$ cat config.mk
export PLATFORM = sky130hd
export DESIGN_NAME = spi_status_guard
export DESIGN_NICKNAME = d
export VERILOG_FILES = /design/src/rtl/spi_sg_pkg.sv /design/src/rtl/spi_sg_sync.sv /design/src/rtl/spi_sg_ctrl.sv /design/src/rtl/spi_sg_status.sv /design/src/rtl/spi_status_guard.sv
export SDC_FILE = /design/constraint.sdc
export NUM_CORES = 1
export LEC_CHECK = 0
export BUFFER_PORTS_ARGS = -buffer_cell sky130_fd_sc_hd__buf_4
export CAP_MARGIN = 20
export CORE_MARGIN = 2
export CORE_UTILIZATION = 67
export CTS_BUF_LIST = sky130_fd_sc_hd__clkbuf_4 sky130_fd_sc_hd__clkbuf_8
export CTS_CLUSTER_DIAMETER = 120
export DETAILED_ROUTE_END_ITERATION = 12
export PLACE_DENSITY = 0.87
export SYNTH_ARGS = -nofsm -noshare
export SYNTH_HDL_FRONTEND = slang
export SYNTH_SLANG_ARGS = --single-unit
export TNS_END_PERCENT = 20
$ cat constraint.sdc
create_clock -name clk -period 3.3 [get_ports clk]
set_input_delay 0.495 -clock clk [delete_from_list [all_inputs] [get_ports clk]]
set_output_delay 0.495 -clock clk [all_outputs]
set_load 0.02 [all_outputs]
$ cat src/rtl/spi_sg_pkg.sv
package spi_sg_pkg;

    localparam logic [7:0] OP_ARM   = 8'h50;
    localparam logic [7:0] OP_WRITE = 8'h01;
    localparam logic [7:0] OP_READ  = 8'h05;

    localparam int BIT_BP0  = 2;
    localparam int BIT_BP1  = 3;
    localparam int BIT_LOCK = 7;

    typedef enum logic [2:0] {
        ST_IDLE,
        ST_OPCODE,
        ST_WDATA,
        ST_READ,
        ST_TAIL
    } sg_state_t;

    typedef enum logic [2:0] {
        EV_NONE,
        EV_ARM,
        EV_WRITE,
        EV_KEEP,
        EV_CANCEL
    } sg_event_t;

endpackage

$ cat src/rtl/spi_sg_sync.sv
module spi_sg_sync #(
    parameter int              WIDTH   = 4,
    parameter int              STAGES  = 2,
    parameter logic [WIDTH-1:0] RST_VAL = '0
) (
    input  logic             clk,
    input  logic             rst_n,
    input  logic [WIDTH-1:0] d_i,
    output logic [WIDTH-1:0] q_o
);

    for (genvar g = 0; g < WIDTH; g++) begin : g_bit
        logic [STAGES-1:0] ff_q;
        if (STAGES == 1) begin : g_single
            always_ff @(posedge clk or negedge rst_n) begin
                if (!rst_n) ff_q <= RST_VAL[g];
                else        ff_q <= d_i[g];
            end
        end else begin : g_chain
            always_ff @(posedge clk or negedge rst_n) begin
                if (!rst_n) ff_q <= {STAGES{RST_VAL[g]}};
                else        ff_q <= {ff_q[STAGES-2:0], d_i[g]};
            end
        end
        assign q_o[g] = ff_q[STAGES-1];
    end

endmodule

$ cat src/rtl/spi_sg_ctrl.sv
module spi_sg_ctrl
    import spi_sg_pkg::*;
#(
    parameter int CNT_W = 5
) (
    input  logic       clk,
    input  logic       rst_n,
    input  logic       sck_s,
    input  logic       cs_n_s,
    input  logic       mosi_s,
    input  logic [7:0] status_i,
    output sg_event_t  ev_o,
    output logic [2:0] wbits_o,
    output logic       miso_o,
    output logic       miso_oe_o
);

    localparam logic [CNT_W-1:0] CNT_MAX    = {CNT_W{1'b1}};
    localparam logic [CNT_W-1:0] CNT_OP_END = CNT_W'(7);
    localparam logic [CNT_W-1:0] CNT_WD_END = CNT_W'(15);
    localparam logic [CNT_W-1:0] CNT_ARM_OK = CNT_W'(8);
    localparam logic [CNT_W-1:0] CNT_WR_OK  = CNT_W'(16);

    sg_state_t        st_q, st_n;
    sg_event_t        ev_q, ev_n;
    logic             sck_d, cs_d;
    logic             sck_rise, sck_fall, cs_rise, cs_fall;
    logic [CNT_W-1:0] cnt_q, cnt_inc;
    logic [7:0]       sh_q, shifted, op_q, tx_q;
    logic             miso_q;

    // edge detection on synchronized pins
    always_ff @(posedge clk or negedge rst_n) begin
        if (!rst_n) begin
            sck_d <= 1'b0;
            cs_d  <= 1'b1;
        end else begin
            sck_d <= sck_s;
            cs_d  <= cs_n_s;
        end
    end

    assign sck_rise = sck_s & ~sck_d;
    assign sck_fall = ~sck_s & sck_d;
    assign cs_rise  = cs_n_s & ~cs_d;
    assign cs_fall  = ~cs_n_s & cs_d;
    assign shifted  = {sh_q[6:0], mosi_s};
    assign cnt_inc  = (cnt_q == CNT_MAX) ? cnt_q : cnt_q + CNT_W'(1);

    // state register
    always_ff @(posedge clk or negedge rst_n) begin
        if (!rst_n) st_q <= ST_IDLE;
        else        st_q <= st_n;
    end

    // next-state logic
    always_comb begin
        st_n = st_q;
        unique case (st_q)
            ST_IDLE: begin
                if (cs_fall) st_n = ST_OPCODE;
            end
            ST_OPCODE: begin
                if (cs_rise) begin
                    st_n = ST_IDLE;
                end else if (sck_rise && cnt_q == CNT_OP_END) begin
                    if (shifted == OP_WRITE)     st_n = ST_WDATA;
                    else if (shifted == OP_READ) st_n = ST_READ;
                    else                         st_n = ST_TAIL;
                end
            end
            ST_WDATA: begin
                if (cs_rise)                                    st_n = ST_IDLE;
                else if (sck_rise && cnt_q == CNT_WD_END)       st_n = ST_TAIL;
            end
            ST_READ, ST_TAIL: begin
                if (cs_rise) st_n = ST_IDLE;
            end
            default: st_n = ST_IDLE;
        endcase
    end

    // event issued when chip-select closes an instruction
    always_comb begin
        ev_n = EV_NONE;
        if (cs_rise) begin
            unique case (st_q)
                ST_TAIL: begin
                    if (op_q == OP_ARM && cnt_q == CNT_ARM_OK)       ev_n = EV_ARM;
                    else if (op_q == OP_WRITE && cnt_q == CNT_WR_OK) ev_n = EV_WRITE;
                    else                                             ev_n = EV_CANCEL;
                end
                ST_READ:             ev_n = EV_KEEP;
                ST_OPCODE, ST_WDATA: ev_n = EV_CANCEL;
                default:             ev_n = EV_NONE;
            endcase
        end
    end

    // datapath and output registers
    always_ff @(posedge clk or negedge rst_n) begin
        if (!rst_n) begin
            ev_q   <= EV_NONE;
            cnt_q  <= '0;
            sh_q   <= '0;
            op_q   <= '0;
            tx_q   <= '0;
            miso_q <= 1'b0;
        end else begin
            ev_q <= ev_n;
            if (st_q == ST_IDLE && cs_fall)
                cnt_q <= '0;
            else if (st_q != ST_IDLE && sck_rise)
                cnt_q <= cnt_inc;
            if (sck_rise && (st_q == ST_OPCODE || st_q == ST_WDATA))
                sh_q <= shifted;
            if (st_q == ST_OPCODE && sck_rise && cnt_q == CNT_OP_END) begin
                op_q <= shifted;
                if (shifted == OP_READ) tx_q <= status_i;
            end else if (st_q == ST_READ && sck_fall) begin
                miso_q <= tx_q[7];
                tx_q   <= {tx_q[6:0], tx_q[7]};
            end
        end
    end

    always_comb begin
        ev_o      = ev_q;
        wbits_o   = {sh_q[BIT_LOCK], sh_q[BIT_BP1], sh_q[BIT_BP0]};
        miso_o    = miso_q;
        miso_oe_o = (st_q == ST_READ);
    end

    // arming only from an exact 8-clock arming opcode
    p_arm_count_r1: assert property (@(posedge clk) disable iff (!rst_n)
        (ev_q == EV_ARM) |-> (op_q == OP_ARM && cnt_q == CNT_ARM_OK));

    // a write event only from an exact 16-clock write frame
    p_write_count_r11: assert property (@(posedge clk) disable iff (!rst_n)
        (ev_q == EV_WRITE) |-> (op_q == OP_WRITE && cnt_q == CNT_WR_OK));

    // output enabled only for a decoded read opcode
    p_oe_read_r8: assert property (@(posedge clk) disable iff (!rst_n)
        miso_oe_o |-> (op_q == OP_READ));

    // a keep event comes only from a read-status instruction
    p_keep_read_r10: assert property (@(posedge clk) disable iff (!rst_n)
        (ev_q == EV_KEEP) |-> (op_q == OP_READ));

endmodule

$ cat src/rtl/spi_sg_status.sv
module spi_sg_status
    import spi_sg_pkg::*;
(
    input  logic       clk,
    input  logic       rst_n,
    input  sg_event_t  ev_i,
    input  logic [2:0] wbits_i,
    input  logic       wp_n_i,
    output logic [7:0] status_o
);

    logic lock_q, bp1_q, bp0_q, en_q;
    logic allow;

    assign allow = wp_n_i | ~lock_q;

    always_ff @(posedge clk or negedge rst_n) begin
        if (!rst_n) begin
            lock_q <= 1'b0;
            bp1_q  <= 1'b0;
            bp0_q  <= 1'b0;
            en_q   <= 1'b0;
        end else begin
            unique case (ev_i)
                EV_ARM:    en_q <= 1'b1;
                EV_CANCEL: en_q <= 1'b0;
                EV_WRITE: begin
                    en_q <= 1'b0;
                    if (en_q && allow) {lock_q, bp1_q, bp0_q} <= wbits_i;
                end
                default: ;
            endcase
        end
    end

    always_comb begin
        status_o           = '0;
        status_o[BIT_LOCK] = lock_q;
        status_o[BIT_BP1]  = bp1_q;
        status_o[BIT_BP0]  = bp0_q;
    end

    // the enable rises only after an arming event
    p_arm_source_r1: assert property (@(posedge clk) disable iff (!rst_n)
        $rose(en_q) |-> $past(ev_i == EV_ARM));

    // a write without a pending enable changes nothing
    p_need_enable_r2: assert property (@(posedge clk) disable iff (!rst_n)
        (ev_i == EV_WRITE && !en_q) |=> $stable(status_o));

    // the register moves only after a write event
    p_commit_on_write_r3: assert property (@(posedge clk) disable iff (!rst_n)
        !$stable(status_o) |-> $past(ev_i == EV_WRITE));

    // locked with the pin low, writes are ignored
    p_locked_ignore_r4: assert property (@(posedge clk) disable iff (!rst_n)
        (ev_i == EV_WRITE && !wp_n_i && lock_q) |=> $stable(status_o));

    // the lock bit can only clear with the pin high
    p_no_unlock_r5: assert property (@(posedge clk) disable iff (!rst_n)
        $fell(lock_q) |-> $past(wp_n_i));

endmodule

$ cat src/rtl/spi_status_guard.sv
module spi_status_guard
    import spi_sg_pkg::*;
#(
    parameter int SYNC_STAGES = 2,
    parameter int CNT_W       = 5
) (
    input  logic       clk,
    input  logic       rst_n,
    input  logic       sck,
    input  logic       cs_n,
    input  logic       mosi,
    input  logic       wp_n,
    output logic       miso,
    output logic       miso_oe,
    output logic [7:0] status
);

    localparam int PIN_W = 4;

    logic [PIN_W-1:0] pins_s;
    sg_event_t        ev;
    logic [2:0]       wbits;
    logic [7:0]       status_w;

    spi_sg_sync #(
        .WIDTH   (PIN_W),
        .STAGES  (SYNC_STAGES),
        .RST_VAL (4'b1010)
    ) u_sync (
        .clk   (clk),
        .rst_n (rst_n),
        .d_i   ({wp_n, mosi, cs_n, sck}),
        .q_o   (pins_s)
    );

    spi_sg_ctrl #(
        .CNT_W (CNT_W)
    ) u_ctrl (
        .clk       (clk),
        .rst_n     (rst_n),
        .sck_s     (pins_s[0]),
        .cs_n_s    (pins_s[1]),
        .mosi_s    (pins_s[2]),
        .status_i  (status_w),
        .ev_o      (ev),
        .wbits_o   (wbits),
        .miso_o    (miso),
        .miso_oe_o (miso_oe)
    );

    spi_sg_status u_status (
        .clk      (clk),
        .rst_n    (rst_n),
        .ev_i     (ev),
        .wbits_i  (wbits),
        .wp_n_i   (pins_s[3]),
        .status_o (status_w)
    );

    assign status = status_w;

endmodule

# Yosys cells after proc, flatten, opt, wreduce, memory -nomap -nowiden
# Index checks and enable logic that the tools add are counted.
# word_totals
ff_bits,50
latch_bits,0
ramBits,0
mem_bits_ro,0
in_bits,6
output_inout_bits,10
elab_cells,96
mem_count,0
# op_classes
add_sub_neg,1
n_mul,0
div_mod_pow,0
n_lt_le_gt_ge,0
eq_ne,22
shift,0
mux,20
bitwise_logic,11
reduce_logical,25
# ops
cell,count
$mux 3,11
$mux 8,3
$eq 8x1->1 const B,2
$mux 5,3
$pmux 3 s4,1
$logic_and 1x1->1,11
$eq 5x4->1 const B,2
$eq 5x5->1 const B,2
$eq 3x2->1 const B,3
$pmux 3 s3,1
$eq 8x3->1 const B,1
$eq 8x7->1 const B,1
$reduce_and 2->1,4
$eq 3x1->1 const B,2
$eq 3x3->1 const B,2
$ne 2x1->1 const B,3
$ne 3x1->1 const B,2
$not 1->1,6
$reduce_bool 2->1,3
$reduce_or 2->1,3
$add 5x1->5 const B,1
$eq 5x3->1 const B,1
$and 1x1->1,4
$reduce_and 4->1,1
other kinds (6),6

# Longest topological paths before layout
# Gate-level depths: netlist of the first run.
# logic_depth
word_depth,6
depth_mapped,7
depth_no_buf,7

# Hierarchy
# From an unflattened synthesis of the first run, not the netlist that was laid out.
# hier_totals
hier_cells,188
hier_area_um2,2408.6
# modules_own_cells
module,n_inst,cells_per_inst,area_each_um2,seq_area_each_um2
spi_sg_ctrl,1,153,1929.4,952.2
spi_sg_status,1,23,244.0,100.1
spi_sg_sync,1,12,235.2,205.2

# Worst setup path before layout of the first run
# OpenSTA, ideal clock, no wires.
# synth_path
path_kind,reg2reg
startpoint,reg u_ctrl.cnt_q[0]
endpoint,reg u_ctrl.cnt_q[2]
setup_ns,0.124
t_arrival_ns,1.852
required_ns,3.176
slack_ns,1.324
path_stages_with_launch,7
n_path_buf,0
period_less_slack_ns,1.976
cell_sequence,dfrtp_1 > ha_1 > and3_1 > ha_1 > or4b_2 > xor2_1 > nor2_1
# synth_via
elab_chain_cells,4
elab_cells_between_ends,7
cone_classes,1 x add/sub; 2 x eq/ne; 3 x mux; 1 x reduce/logical
# synth_lines
item,line,text
from (decl),spi_sg_ctrl.sv:28,"logic [CNT_W-1:0] cnt_q, cnt_inc;"
from (signal assigned),spi_sg_ctrl.sv:114,cnt_q <= cnt_inc;
$add 5x1->5,spi_sg_ctrl.sv:48,assign cnt_inc = (cnt_q == CNT_MAX) ? cnt_q : cnt_q + CNT_W'(1);
$mux 5,spi_sg_ctrl.sv:48,
$mux 5,spi_sg_ctrl.sv:113,else if (st_q != ST_IDLE && sck_rise)
$mux 5,spi_sg_ctrl.sv:111,if (st_q == ST_IDLE && cs_fall)
# Parallel ways exist; a longest one is shown, timed or not. The select of a mux whose other input is x is not followed.
# A chain may end at the register's enable or synchronous reset.

# Worst setup path after layout of the first run
# layout_path
startpoint,reg u_ctrl.st_q[0]
endpoint,reg u_ctrl.tx_q[3]
# layout_via
elab_chain_cells,5
elab_cells_between_ends,9
cone_classes,3 x eq/ne; 1 x mux; 5 x reduce/logical
# layout_lines
item,line,text
from (decl),spi_sg_ctrl.sv:24,"sg_state_t st_q, st_n;"
from (signal assigned),spi_sg_ctrl.sv:53,else st_q <= st_n;
$eq 3x1->1,spi_sg_ctrl.sv:117,if (st_q == ST_OPCODE && sck_rise && cnt_q == CNT_OP_END) begin
$logic_and 1x1->1 (2 in a row),spi_sg_ctrl.sv:117,
$ne 2x1->1 (no source line) / $reduce_bool 2->1 (equally long branches),--,
$reduce_and 2->1 (no source line),--,
to (signal assigned),spi_sg_ctrl.sv:119,if (shifted == OP_READ) tx_q <= status_i;
to (signal assigned),spi_sg_ctrl.sv:122,"tx_q <= {tx_q[6:0], tx_q[7]};"
to (decl),spi_sg_ctrl.sv:29,"logic [7:0] sh_q, shifted, op_q, tx_q;"
# Parallel ways exist; a longest one is shown, timed or not.

==> results.md, run 1 <==
* Area overhead of the layout relative to synthesis at 5.53%
* Number of buffers inserted to repair setup after CTS at 0
* Internal power at 0.963 mW
* Worst hold slack at 0.110 ns
* Hold Crit Class: input port to asynchronous set/reset pin
* Root buffer cell: sky130_fd_sc_hd__clkbuf_4
* Psw at 0.416 mW
* Final clock period utilization by the worst path at 67.5%
* Count of antenna diodes in the layout at 0
* Count of maximum capacitance violations at 0
* Worst slew margin relative to its limit at 56.4%
* Global-route usage over all layers at 23.2%
* Launching point of the worst reg2reg path: u_ctrl.st_q[0]
* Combinational share of power at 18.9%
* Number of flip-flops and latches in the synthesized netlist at 50
* Area after DPL at 2330 sq um
* Buffers added on ports at 10
* Top_reg_cell synth: sky130_fd_sc_hd__dfrtp_1
* Portion of synthesized cell area occupied by the leading cell type at 49.3%
* Count of cells along the worst register-to-register path at 4
* Wire length per cell at 16.5 microns
* Count of cell types in the netlist at 45
* Number of cells produced by synthesis at 179
* Proportion of synthesized flip-flops having asynchronous set or reset at 100%
* Share of cells above drive strength 1 at 34.2%
* Die outline area at 3900 sq um
* Congestion Overflow GR at 0
* Number of primary I/O pins at 16
* DRC violations left at 0
* Post-layout instance area at 2410 sq um
* Measured slew at the worst slew-check pin at 0.651 ns
* Row Count at 21
* Die height at 62.4 microns
* Mean cell area of the mapped netlist at 12.8 sq um
* Sequential Power Share at 55.8%
* First-pass GRT wire length at 7000 microns
* Buffer levels on the longest clock path at 2
* Post-Route Setup TNS at 0 ns
* Worst-case register-to-register setup slack at 1.07 ns
* Clock slew at reported path FFs at 0.14 ns
* Data arrival, critical path at 2.51 ns
* Std-Cell Core Area at 3310 sq um
* Resized Gates After CTS at 0
* Width of the chip at 62.4 microns
* Via count of the first global-routing pass at 1,466
* Cell accounting for the most synthesized area: sky130_fd_sc_hd__dfrtp_1
* Routed via count divided by cell count at 5.85
* Switching Share at 30.2%
* Instance count after placement with tap cells included at 225
* Antenna-violating nets left at 0
* Share of power burned in the clock network at 25.3%
* Mapped Area at 2290 sq um
* Number of hold buffers added after CTS at 0
* Power density over the cells at 572 nW/um^2
* Pin count of the biggest net entering global routing at 51
* Number of max-slew violations in the final report at 0
* Final-report setup violation count at 0
* Synthesis Warnings at 0
* Total via count after detailed routing at 1,363
* DRC marker count from the first detailed-route iteration at 84
* Number of iterations in the first detailed-routing pass at 4
* Most area-consuming cells after synthesis: sky130_fd_sc_hd__dfrtp_1 (49%), sky130_fd_sc_hd__mux2_2 (13%), sky130_fd_sc_hd__dfstp_2 (5.7%)
* EDFF count, synth at 0
* Time the final worst path needs with I/O delays and setup at 2.23 ns
* Worst VDD drop at 0.000306 V
* Unrepaired setup endpoints after global routing: no
* Initial core utilization at 69.0%
* Required time reported for the critical path endpoint at 3.58 ns
* Crit path capture type: flop
* Finished Layout Cells at 233
* Leakage at 1.15 nW
* Number of CTS-inserted buffers at 5
* Endpoints failing hold at 0
* Maximum clock frequency at 449 MHz
* Setup CP Type: flop to flop
* Core occupancy in the finished layout at 72.9%
* Insertion delay to the later sink of the worst-skew pair at 0.38 ns
* Final nets at 196
* Global placer's final weighted congestion at 0.937
* Routed WL at 3840 microns
* Crit path max fanout at 12
* Status: complete, no violations
* HPWL after detailed placement at 2740 microns
* Sequential cell area fraction in the yosys report at 55.0%
* Clock tree from TritonCTS: yes
* Deepest level of the CTS H-tree at 2
* Startpoint class of the critical path: flop
* Endpoint of the most critical register-to-register path: u_ctrl.tx_q[3]
* Initial antenna violation count at 0
* Worst clock skew on the final layout at 0.0212 ns
* TritonCTS Sinks at 50
## cells in the final DEF, fill, tap and decap left out, drive strengths merged, types with 2 or more instances in the layout
master and n:
a21oi 7, nand4 3, ha 4, nor4 3, buf 10, conb 5, mux2 26, dfrtp 45
nor2 10, nor3b 3, nand2 3, mux2i 3, a22o 5, clkinv 2, xor2 2, and3 2
dfstp 5, nand4b 2, inv 8, o21ai 3, nor3 2, o22ai 2, a31oi 2, or4b 3
nand2b 3, nor2b 3, and2 5, clkbuf 5
## state kept, by name, summed over array words and instances (netlist names)
name / cells
u_ctrl.cnt_q: 5
u_ctrl.cs_d: 1
u_ctrl.ev_o: 3
u_ctrl.miso_o: 1
u_ctrl.op_q: 8
u_ctrl.sck_d: 1
u_ctrl.sh_q: 8
u_ctrl.st_q: 3
u_ctrl.tx_q: 8
u_status.bp0_q: 1
u_status.bp1_q: 1
u_status.en_q: 1
u_status.lock_q: 1
u_sync.g_bit.ff_q: 8
## critical path, stage by stage (launching register included)
cell and delay [ns]:
sky130_fd_sc_hd__dfrtp_1 0.54, sky130_fd_sc_hd__nor3b_4 0.32, sky130_fd_sc_hd__nand4b_1 0.54, sky130_fd_sc_hd__mux2_2 0.47
sky130_fd_sc_hd__mux2_2 0.26
## how the worst max path moves through the flow
stage	endpoint	slack, ns	depth (start not counted)	from
floorplan	u_ctrl.cnt_q[2]	1.32	6	u_ctrl.cnt_q[0]
global placement	u_ctrl.tx_q[2]	1.24	4	u_ctrl.st_q[0]
detailed placement	u_ctrl.tx_q[3]	1.09	4	u_ctrl.st_q[0]
CTS	u_ctrl.tx_q[3]	1.05	4	u_ctrl.st_q[0]
global route	u_ctrl.tx_q[3]	0.85	4	u_ctrl.st_q[0]
finish	u_ctrl.tx_q[3]	1.07	4	u_ctrl.st_q[0]
## synthesized netlist by cell type, types with 3 or more instances
cell type and count:
sky130_fd_sc_hd__and2_1 4, sky130_fd_sc_hd__nand2_1 3, sky130_fd_sc_hd__dfstp_2 5, sky130_fd_sc_hd__o21ai_0 3, sky130_fd_sc_hd__nand4_1 3, sky130_fd_sc_hd__ha_1 4, sky130_fd_sc_hd__nor2b_1 3, sky130_fd_sc_hd__mux2_2 26
sky130_fd_sc_hd__a21oi_1 7, sky130_fd_sc_hd__nand2b_1 3, sky130_fd_sc_hd__dfrtp_1 45, sky130_fd_sc_hd__nor2_1 10, sky130_fd_sc_hd__mux2i_1 3, sky130_fd_sc_hd__inv_1 8, sky130_fd_sc_hd__a22o_2 5, sky130_fd_sc_hd__buf_4 9
## kinds of logic after synthesis
| logic type | Yosys count | share of synthesized area, % |
|---|---|---|
| flip-flops | 50 | 55.0 |
| AO/OA/AOI/OAI | 23 | 7.72 |
| buffers and inverters | 22 | 5.64 |
| XOR/XNOR | 2 | 0.766 |
| AND/OR/NAND/NOR | 48 | 14.4 |
| other | 1 | 0.164 |
| multiplexers | 29 | 14.1 |
| adder cells (fa/ha/maj) | 4 | 2.19 |
## through the flow
step / setup WS (ns) / power (mW)
finish: 1.07 / 1.38
global route: 0.846 / 1.45
CTS: 1.05 / 1.38
detailed placement: 1.09 / 1.04
global placement: 1.24 / 1.02
floorplan: 1.32 / 0.974
## layout make-up
cell class	instances	area, sq um
clock buffer	5	37.5
clock inverter	3	40.0
fill	227	898
inverter	8	30.0
multi-input combinational	111	915
sequential	50	1260
tap	46	57.6
timing repair buffer	10	75.1
## power by group through the flow
stage	combinational, mW	sequential, mW	clock, mW
6_report	0.261	0.769	0.348
4_1_cts	0.261	0.768	0.349
3_3_place_gp	0.244	0.772	0
2_1_floorplan	0.234	0.740	0
3_5_place_dp	0.260	0.780	0
5_1_grt	0.289	0.782	0.380
## layer usage
metal	up-vias	part of all wire [%]	track usage, %
met3	8	4.1	4.32
met5	-	0	0
met4	0	1.8	10.0
met1	674	42	29.1
li1	640	-	-
met2	41	52	39.8
Power figures use the tool's default switching activity.
==> run 2, diff against run 1 <==
--- a/config.mk
+++ b/config.mk
@@ -8,11 +8,11 @@
 export BUFFER_PORTS_ARGS = -buffer_cell sky130_fd_sc_hd__buf_4
 export CAP_MARGIN = 20
 export CORE_MARGIN = 2
-export CORE_UTILIZATION = 67
+export CORE_UTILIZATION = 62
 export CTS_BUF_LIST = sky130_fd_sc_hd__clkbuf_4 sky130_fd_sc_hd__clkbuf_8
 export CTS_CLUSTER_DIAMETER = 120
 export DETAILED_ROUTE_END_ITERATION = 12
-export PLACE_DENSITY = 0.87
+export PLACE_DENSITY = 0.82
 export SYNTH_ARGS = -nofsm -noshare
 export SYNTH_HDL_FRONTEND = slang
 export SYNTH_SLANG_ARGS = --single-unit
==> constraint.sdc (replaced) <==
create_clock -name clk -period 2.2 [get_ports clk]
set_input_delay 0.33 -clock clk [delete_from_list [all_inputs] [get_ports clk]]
set_output_delay 0.33 -clock clk [all_outputs]
set_load 0.02 [all_outputs]
==> results.md, run 2 (same netlist as run 1, synthesis figures left out) <==
* Status: complete, no violations
* Final clock period utilization by the worst path at 93.4% (+26 points)
* Die outline area at 4190 sq um (+7.5%)
* Maximum cell stage delay along the critical path at 0.68 ns (+0.14 ns)
* Combinational share of power at 19.2% (+0.3 points)
* Clock slew at reported path FFs at 0.09 ns (-0.05 ns)
* Power density over the cells at 866 nW/um^2 (+51%)
* Global-route usage over all layers at 20.3% (-3.0 points)
* Congestion Overflow GR at 0 (unchanged)
* Final-layout fill cell count at 251 (+11%)
* Cell repeated most along the worst path: sky130_fd_sc_hd__ha_1
* Required time reported for the critical path endpoint at 2.39 ns (-1.19 ns)
* Die height at 64.7 microns (+3.7%)
* Switching Share at 30.6% (+0.40 points)
* Number of CTS-inserted buffers at 5 (unchanged)
* Count of maximum capacitance violations at 0 (unchanged)
* Share of cells above drive strength 1 at 35.3% (+1.0 points)
* Buffer levels on the longest clock path at 2 (unchanged)
* Setup CP Type: flop to flop
* Std-Cell Core Area at 3610 sq um (+8.9%)
* Data arrival, critical path at 2.24 ns (-0.27 ns)
* Number of iterations in the first detailed-routing pass at 4 (unchanged)
* Sequential Power Share at 54.3% (-1.5 points)
* DRC marker count from the first detailed-route iteration at 72 (-14%)
* Buffers added on ports at 10 (unchanged)
* Routed via count divided by cell count at 5.81 (-0.74%)
* Wire length per cell at 15.5 microns (-5.7%)
* Startpoint class of the critical path: flop
* Critical-path cell with the highest stage delay: sky130_fd_sc_hd__or4b_2
* Via count of the first global-routing pass at 1,353 (-7.7%)
* Antenna-violating nets left at 0 (unchanged)
* Endpoints failing hold at 0 (unchanged)
* Row Count at 22 (+4.8%)
* HPWL after detailed placement at 2650 microns (-3.2%)
* Maximum clock frequency at 487 MHz (+8.4%)
* Count of antenna diodes in the layout at 0 (unchanged)
* Worst VDD drop at 0.000731 V (+140%)
* Post-Route Setup TNS at 0 ns (unchanged)
* Psw at 0.650 mW (+56%)
* Total via count after detailed routing at 1,382 (+1.4%)
* Critical path buffers and inverters at 0 (unchanged)
* Unrepaired setup endpoints after global routing: no
* Clock tree from TritonCTS: yes
* Number of max-slew violations in the final report at 0 (unchanged)
* Initial core utilization at 63.4% (-5.7 points)
* Insertion delay to the later sink of the worst-skew pair at 0.30 ns (-0.08 ns)
* Global placer's final weighted congestion at 0.811 (-14%)
* Deepest level of the CTS H-tree at 2 (unchanged)
* Finished Layout Cells at 238 (+2.1%)
* Count of cells along the worst register-to-register path at 6 (+2)
* Width of the chip at 64.7 microns (+3.7%)
* Crit path capture type: flop
* Resized Gates After CTS at 0 (unchanged)
* Crit path setup slack, layout at 0.145 ns (-0.928 ns)
* Crit path max fanout at 4 (-8)
* Measured slew at the worst slew-check pin at 0.587 ns (-0.0642 ns)
* Most common cell after layout, fill and taps aside: sky130_fd_sc_hd__dfrtp_1
* Time the final worst path needs with I/O delays and setup at 2.05 ns (-0.172 ns)
* Instance count after placement with tap cells included at 229 (+1.8%)
* Final-report setup violation count at 0 (unchanged)
* Most used cells in the layout excluding fill and tap cells: sky130_fd_sc_hd__dfrtp_1 (45), sky130_fd_sc_hd__mux2_2 (26), sky130_fd_sc_hd__buf_4 (13)
* Final nets at 199 (+1.5%)
* Worst slew margin relative to its limit at 60.9% (+4.5 points)
* Pin count of the biggest net entering global routing at 51 (unchanged)
* Share of power burned in the clock network at 26.5% (+1.2 points)
* Top delay family on crit path: simple AND/OR/NAND/NOR gates
* Routed WL at 3700 microns (-3.7%)
* Levels on crit path at 6 (+2)
* Number of primary I/O pins at 16 (unchanged)
* Internal power at 1.48 mW (+53%)
* Initial antenna violation count at 0 (unchanged)
* Area overhead of the layout relative to synthesis at 7.55%
* First-pass GRT wire length at 6380 microns (-8.9%)
* Hold Crit Class: input port to asynchronous set/reset pin
* Leakage at 1.17 nW (+1.5%)
* Worst clock skew on the final layout at 0.00957 ns (-0.0116 ns)
* Place WS at 0.127 ns (-0.968 ns)
* List of cells traversed by the critical path: ha_1, and3_1, ha_1, or4b_2, xor2_1, nor2_1
* Root buffer cell: sky130_fd_sc_hd__clkbuf_8
* DRC violations left at 0 (unchanged)
* TritonCTS Sinks at 50 (unchanged)
[run 2: changes by cell type in the layout (fill, tap and decap cells not counted), sizes merged]
cell / before / now
inv: 8 / 9
clkbuf: 5 / 6
clkinv: 2 / 0
clkinvlp: 0 / 1
buf: 10 / 13
bufinv: 1 / 0
[run 2: worst reg2reg max path: stages (launching register included)]
cell and delay (ns):
sky130_fd_sc_hd__dfrtp_1 0.41, sky130_fd_sc_hd__ha_1 0.25, sky130_fd_sc_hd__and3_1 0.21, sky130_fd_sc_hd__ha_1 0.20, sky130_fd_sc_hd__or4b_2 0.68, sky130_fd_sc_hd__xor2_1 0.15, sky130_fd_sc_hd__nor2_1 0.05
[run 2: layout make-up]
cell class / instances / area, sq um / area share (%)
flip-flops and latches: 50 / 1260 / 51.1
multi-input cells: 111 / 915 / 37.2
repair buffers: 13 / 97.6 / 3.97
clock buffers: 6 / 82.6 / 3.36
well taps: 48 / 60.1 / 2.44
inverters: 8 / 30.0 / 1.22
clock inverters: 2 / 16.3 / 0.662
[run 2: per-stage QoR]
stage | hold slack [ns] | util (%) | power, mW | cell area, sq um
2_1_floorplan | 0.0344 | - | 1.46 | 2300
3_3_place_gp | 0.334 | 65.2 | 1.53 | 2350
3_5_place_dp | 0.335 | 65.2 | 1.57 | 2350
4_1_cts | 0.0396 | 68.0 | 2.14 | 2450
5_1_grt | 0.0691 | 68.2 | 2.24 | 2460
6_report | 0.0202 | 68.2 | 2.13 | 2460
[run 2: what timing repair did]
action                                 4_1_cts  5_1_grt
setup buffers                                0        1
setup endpoints to repair                    0        1
endpoints found under the hold margin        0        0
hold buffers                                 0        0
[run 2: path summary, 6_finish.rpt]
| kind | start | end | slack [ns] |
|---|---|---|---|
| max | u_ctrl.cnt_q[0] | u_ctrl.cnt_q[2] | 0.15 |
| min | rst_n | u_ctrl.st_q[2] | 0.02 |
| max reg2reg | u_ctrl.cnt_q[0] | u_ctrl.cnt_q[2] | 0.15 |
| min reg2reg | u_sync.g_bit[0].ff_q[0] | u_sync.g_bit[0].ff_q[1] | 0.35 |
| max in group asynchronous | rst_n | u_ctrl.ev_o[2] | 1.78 |
| min in group clk | wp_n | u_sync.g_bit[3].ff_q[0] | 0.12 |
[run 2: power by group through the flow]
| stage | Clock, mW | Combinational, mW | Sequential, mW |
|---|---|---|---|
| final | 0.565 | 0.408 | 1.16 |
| after global routing | 0.616 | 0.451 | 1.17 |
| after CTS | 0.579 | 0.399 | 1.16 |
| after detailed placement | 0 | 0.395 | 1.17 |
| after global placement | 0 | 0.371 | 1.16 |
| after floorplan | 0 | 0.351 | 1.11 |
[run 2: metal layers]
metal / part of all wire [%] / global-route usage (%) / up-vias
met2: 50 / 33.0 / 39
met5: 0 / 0 / -
met1: 44 / 26.2 / 692
met4: 1.5 / 7.45 / 0
li1: - / - / 645
met3: 4.1 / 5.38 / 6
==> run 3, diff against run 2 <==
--- a/config.mk
+++ b/config.mk
@@ -5,6 +5,7 @@
 export SDC_FILE = /design/constraint.sdc
 export NUM_CORES = 1
 export LEC_CHECK = 0
+export ABC_AREA = 1
 export BUFFER_PORTS_ARGS = -buffer_cell sky130_fd_sc_hd__buf_4
 export CAP_MARGIN = 20
 export CORE_MARGIN = 2
@@ -12,7 +13,7 @@
 export CTS_BUF_LIST = sky130_fd_sc_hd__clkbuf_4 sky130_fd_sc_hd__clkbuf_8
 export CTS_CLUSTER_DIAMETER = 120
 export DETAILED_ROUTE_END_ITERATION = 12
-export PLACE_DENSITY = 0.82
+export PLACE_DENSITY = 0.81
 export SYNTH_ARGS = -nofsm -noshare
 export SYNTH_HDL_FRONTEND = slang
 export SYNTH_SLANG_ARGS = --single-unit
==> results.md, run 3 <==
* Number of buffers inserted to repair setup after CTS at 0 (unchanged)
* Worst VDD drop at 0.000719 V (-1.6%)
* Startpoint class of the critical path: flop
* Number of flip-flops and latches in the synthesized netlist at 50 (unchanged)
* Most area-consuming cells after synthesis: sky130_fd_sc_hd__dfrtp_1 (48%), sky130_fd_sc_hd__nand2_1 (12%), sky130_fd_sc_hd__inv_1 (5.9%)
* Count of cells along the worst register-to-register path at 9 (+3)
* Top_reg_cell synth: sky130_fd_sc_hd__dfrtp_1
* Resized Gates After CTS at 0 (unchanged)
* Buffer levels on the longest clock path at 2 (unchanged)
* Share of power burned in the clock network at 25.0% (-1.5 points)
* DRC violations left at 0 (unchanged)
* Measured slew at the worst slew-check pin at 0.592 ns (+0.00523 ns)
* Crit path capture type: flop
* Time the final worst path needs with I/O delays and setup at 1.78 ns (-0.277 ns)
* Maximum cell stage delay along the critical path at 0.42 ns (-0.26 ns)
* Post-Route Setup TNS at 0 ns (unchanged)
* Global-route usage over all layers at 22.1% (+1.8 points)
* Critical path buffers and inverters at 0 (unchanged)
* Place WS at 0.470 ns (+0.343 ns)
* Routed WL at 3930 microns (+6.3%)
* Pin count of the biggest net entering global routing at 51 (unchanged)
* Total via count after detailed routing at 1,696 (+23%)
* Psw at 0.903 mW (+39%)
* Number of hold buffers added after CTS at 0 (unchanged)
* DRC marker count from the first detailed-route iteration at 158 (+120%)
* Number of cells produced by synthesis at 274 (+53%)
* Unrepaired setup endpoints after global routing: no
* Portion of synthesized cell area occupied by the leading cell type at 47.6% (-1.7 points)
* Share of cells above drive strength 1 at 16.1% (-19 points)
* Width of the chip at 65.8 microns (+1.7%)
* Clock slew at reported path FFs at 0.09 ns (about the same)
* Most frequent cells after synthesis: sky130_fd_sc_hd__nand2_1 (76), sky130_fd_sc_hd__dfrtp_1 (45), sky130_fd_sc_hd__inv_1 (37)
* Hold Crit Class: input port to asynchronous set/reset pin
* Wire length per cell at 11.8 microns (-24%)
* Sequential Power Share at 46.8% (-7.5 points)
* Std-Cell Core Area at 3660 sq um (+1.5%)
* Buffers added on ports at 10 (unchanged)
* Internal power at 1.61 mW (+9.1%)
* Status: complete, no violations
* CP Capture Point: u_ctrl.cnt_q[2]
* Initial antenna violation count at 0 (unchanged)
* Maximum clock frequency at 562 MHz (+16%)
* Initial core utilization at 64.7% (+1.3 points)
* EDFF count, synth at 0 (unchanged)
* Worst-case register-to-register setup slack at 0.42 ns (+0.28 ns)
* Final-report setup violation count at 0 (unchanged)
* Worst clock skew on the final layout at 0.00526 ns (-0.00431 ns)
* Count of cell types in the netlist at 28 (-38%)
* Worst slew margin relative to its limit at 60.5% (-0.35 points)
* Deepest level of the CTS H-tree at 2 (unchanged)
* Crit path max fanout at 5 (+1)
* List of cells traversed by the critical path: ha_1, nand2_1, nor2_1, ha_1, nor2_1, nand2_1, nand2_1, nand2_1, a21oi_1
* HPWL after detailed placement at 2850 microns (+7.5%)
* First-pass GRT wire length at 7160 microns (+12%)
* Combined area of the multi-input logic cells at 896 sq um (-2.1%)
* FF+latch area at 1260 sq um (unchanged)
* Most common cell after layout, fill and taps aside: sky130_fd_sc_hd__nand2_1
* Switching Share at 35.9% (+5.3 points)
* Crit path setup slack, layout at 0.422 ns (+0.277 ns)
* Number of CTS-inserted buffers at 5 (unchanged)
* Count of maximum capacitance violations at 0 (unchanged)
* Levels on crit path at 9 (+3)
* TritonCTS Sinks at 50 (unchanged)
* Final-layout fill cell count at 299 (+19%)
* Die outline area at 4330 sq um (+3.3%)
* Routed via count divided by cell count at 5.08 (-13%)
* Power density over the cells at 989 nW/um^2 (+14%)
* Crit. Startpoint: u_ctrl.cnt_q[0]
* Launching point of the worst reg2reg path: u_ctrl.cnt_q[0]
* Mapped Area at 2370 sq um (+3.6%)
* Number of max-slew violations in the final report at 0 (unchanged)
* Die height at 65.8 microns (+1.7%)
* Area overhead of the layout relative to synthesis at 7.45% (about the same)
* Clock tree from TritonCTS: yes
* Mean cell area of the mapped netlist at 8.64 sq um (-32%)
* Row Count at 22 (unchanged)
* Most used cells in the layout excluding fill and tap cells: sky130_fd_sc_hd__nand2_1 (76), sky130_fd_sc_hd__dfrtp_1 (45), sky130_fd_sc_hd__inv_1 (37)
* Top delay family on crit path: simple AND/OR/NAND/NOR gates
* Number of primary I/O pins at 16 (unchanged)
* Worst hold slack at 0.0239 ns (+0.00362 ns)
* Endpoints failing hold at 0 (unchanged)
* Cell repeated most along the worst path: sky130_fd_sc_hd__nand2_1
* Insertion delay to the later sink of the worst-skew pair at 0.31 ns (about the same)
* Proportion of synthesized flip-flops having asynchronous set or reset at 100% (unchanged)
* Endpoint of the most critical register-to-register path: u_ctrl.cnt_q[2]
* Count of antenna diodes in the layout at 0 (unchanged)
* Setup CP Type: flop to flop
* Synthesis Warnings at 0 (unchanged)
* Critical-path cell with the highest stage delay: sky130_fd_sc_hd__dfrtp_1
* Congestion Overflow GR at 0 (unchanged)
* Post-layout instance area at 2540 sq um (+3.5%)
* Antenna-violating nets left at 0 (unchanged)
* Sequential cell area fraction in the yosys report at 53.1% (-1.9 points)
* Combinational share of power at 28.1% (+8.9 points)
* Root buffer cell: sky130_fd_sc_hd__clkbuf_8
* Cell accounting for the most synthesized area: sky130_fd_sc_hd__dfrtp_1
* Number of iterations in the first detailed-routing pass at 4 (unchanged)
* Most common cell in the synthesized netlist: sky130_fd_sc_hd__nand2_1
* Required time reported for the critical path endpoint at 2.44 ns (+0.05 ns)
* Area after DPL at 2430 sq um (+3.5%)
* Data arrival, critical path at 2.02 ns (-0.22 ns)
* Global placer's final weighted congestion at 0.866 (+6.8%)
* Final nets at 295 (+48%)
* Final clock period utilization by the worst path at 80.8% (-13 points)
* Leakage at 1.26 nW (+7.7%)
* Via count of the first global-routing pass at 1,657 (+22%)
run 3: cell types whose count changed after synthesis, moves of 5 or more:
| cell | delta |
|---|---|
| sky130_fd_sc_hd__o21ai_2 | +9 |
| sky130_fd_sc_hd__mux2_2 | -26 |
| sky130_fd_sc_hd__nor2_1 | +10 |
| sky130_fd_sc_hd__nand3_1 | +17 |
| sky130_fd_sc_hd__nand2_1 | +73 |
| sky130_fd_sc_hd__a22o_2 | -5 |
| sky130_fd_sc_hd__inv_1 | +29 |
| sky130_fd_sc_hd__o21ai_0 | +10 |
| sky130_fd_sc_hd__o21ai_1 | +10 |
run 3: layout make-up:
cell class / count / share of cell area (%)
Timing Repair Buffer: 10 / 2.95
Tap cell: 48 / 2.36
Clock buffer: 5 / 2.71
Inverter: 39 / 5.76
Multi-Input combinational cell: 179 / 35.2
Sequential cell: 50 / 49.4
Clock inverter: 3 / 1.57
run 3: kinds of logic after synthesis:
kind of cell / count (synthesis) / share of synthesized area, %
other cells: 1 / 0.158
xor+xnor: 1 / 0.370
buf+inv: 49 / 9.67
compound gates: 39 / 10.0
simple gates: 130 / 24.5
fa+ha+maj: 4 / 2.11
flops: 50 / 53.1
run 3: layer usage:
metal / global-route usage, % / part of all wire, %
met5: 0 / 0
met4: 9.64 / 1.9
met3: 5.45 / 3.8
met2: 35.2 / 46
met1: 28.8 / 48
run 3: how the worst min path moves through the flow:
stage,slack (ns),endpoint
after floorplan,0.03,u_ctrl.cnt_q[0]
after global placement,0.33,u_sync.g_bit[0].ff_q[1]
after detailed placement,0.34,u_sync.g_bit[0].ff_q[1]
after CTS,0.05,u_ctrl.st_q[1]
after global routing,0.08,u_ctrl.sh_q[1]
final,0.02,u_ctrl.st_q[1]
run 3: per-stage QoR:
stage          utilization, %  cells  total power [mW]
2_1_floorplan               -    278              1.74
3_3_place_gp             66.5    326              1.88
3_5_place_dp             66.5    326              1.90
4_1_cts                  69.5    334              2.53
5_1_grt                  69.5    334              2.71
6_report                 69.5    334              2.52
run 3: worst reg2reg max path: stages, from the launching register on:
cell	delay, ns
sky130_fd_sc_hd__dfrtp_1	0.42
sky130_fd_sc_hd__ha_1	0.23
sky130_fd_sc_hd__nand2_1	0.13
sky130_fd_sc_hd__nor2_1	0.08
sky130_fd_sc_hd__ha_1	0.19
sky130_fd_sc_hd__nor2_1	0.18
sky130_fd_sc_hd__nand2_1	0.14
sky130_fd_sc_hd__nand2_1	0.16
sky130_fd_sc_hd__nand2_1	0.07
sky130_fd_sc_hd__a21oi_1	0.11
run 3: power by group through the flow:
stage                     combinational [mW]  sequential, mW  clock, mW
after global routing                   0.834            1.20      0.677
after detailed placement               0.706            1.20          0
after CTS                              0.712            1.18      0.639
after floorplan                        0.566            1.17          0
after global placement                 0.686            1.19          0
final                                  0.708            1.18      0.630
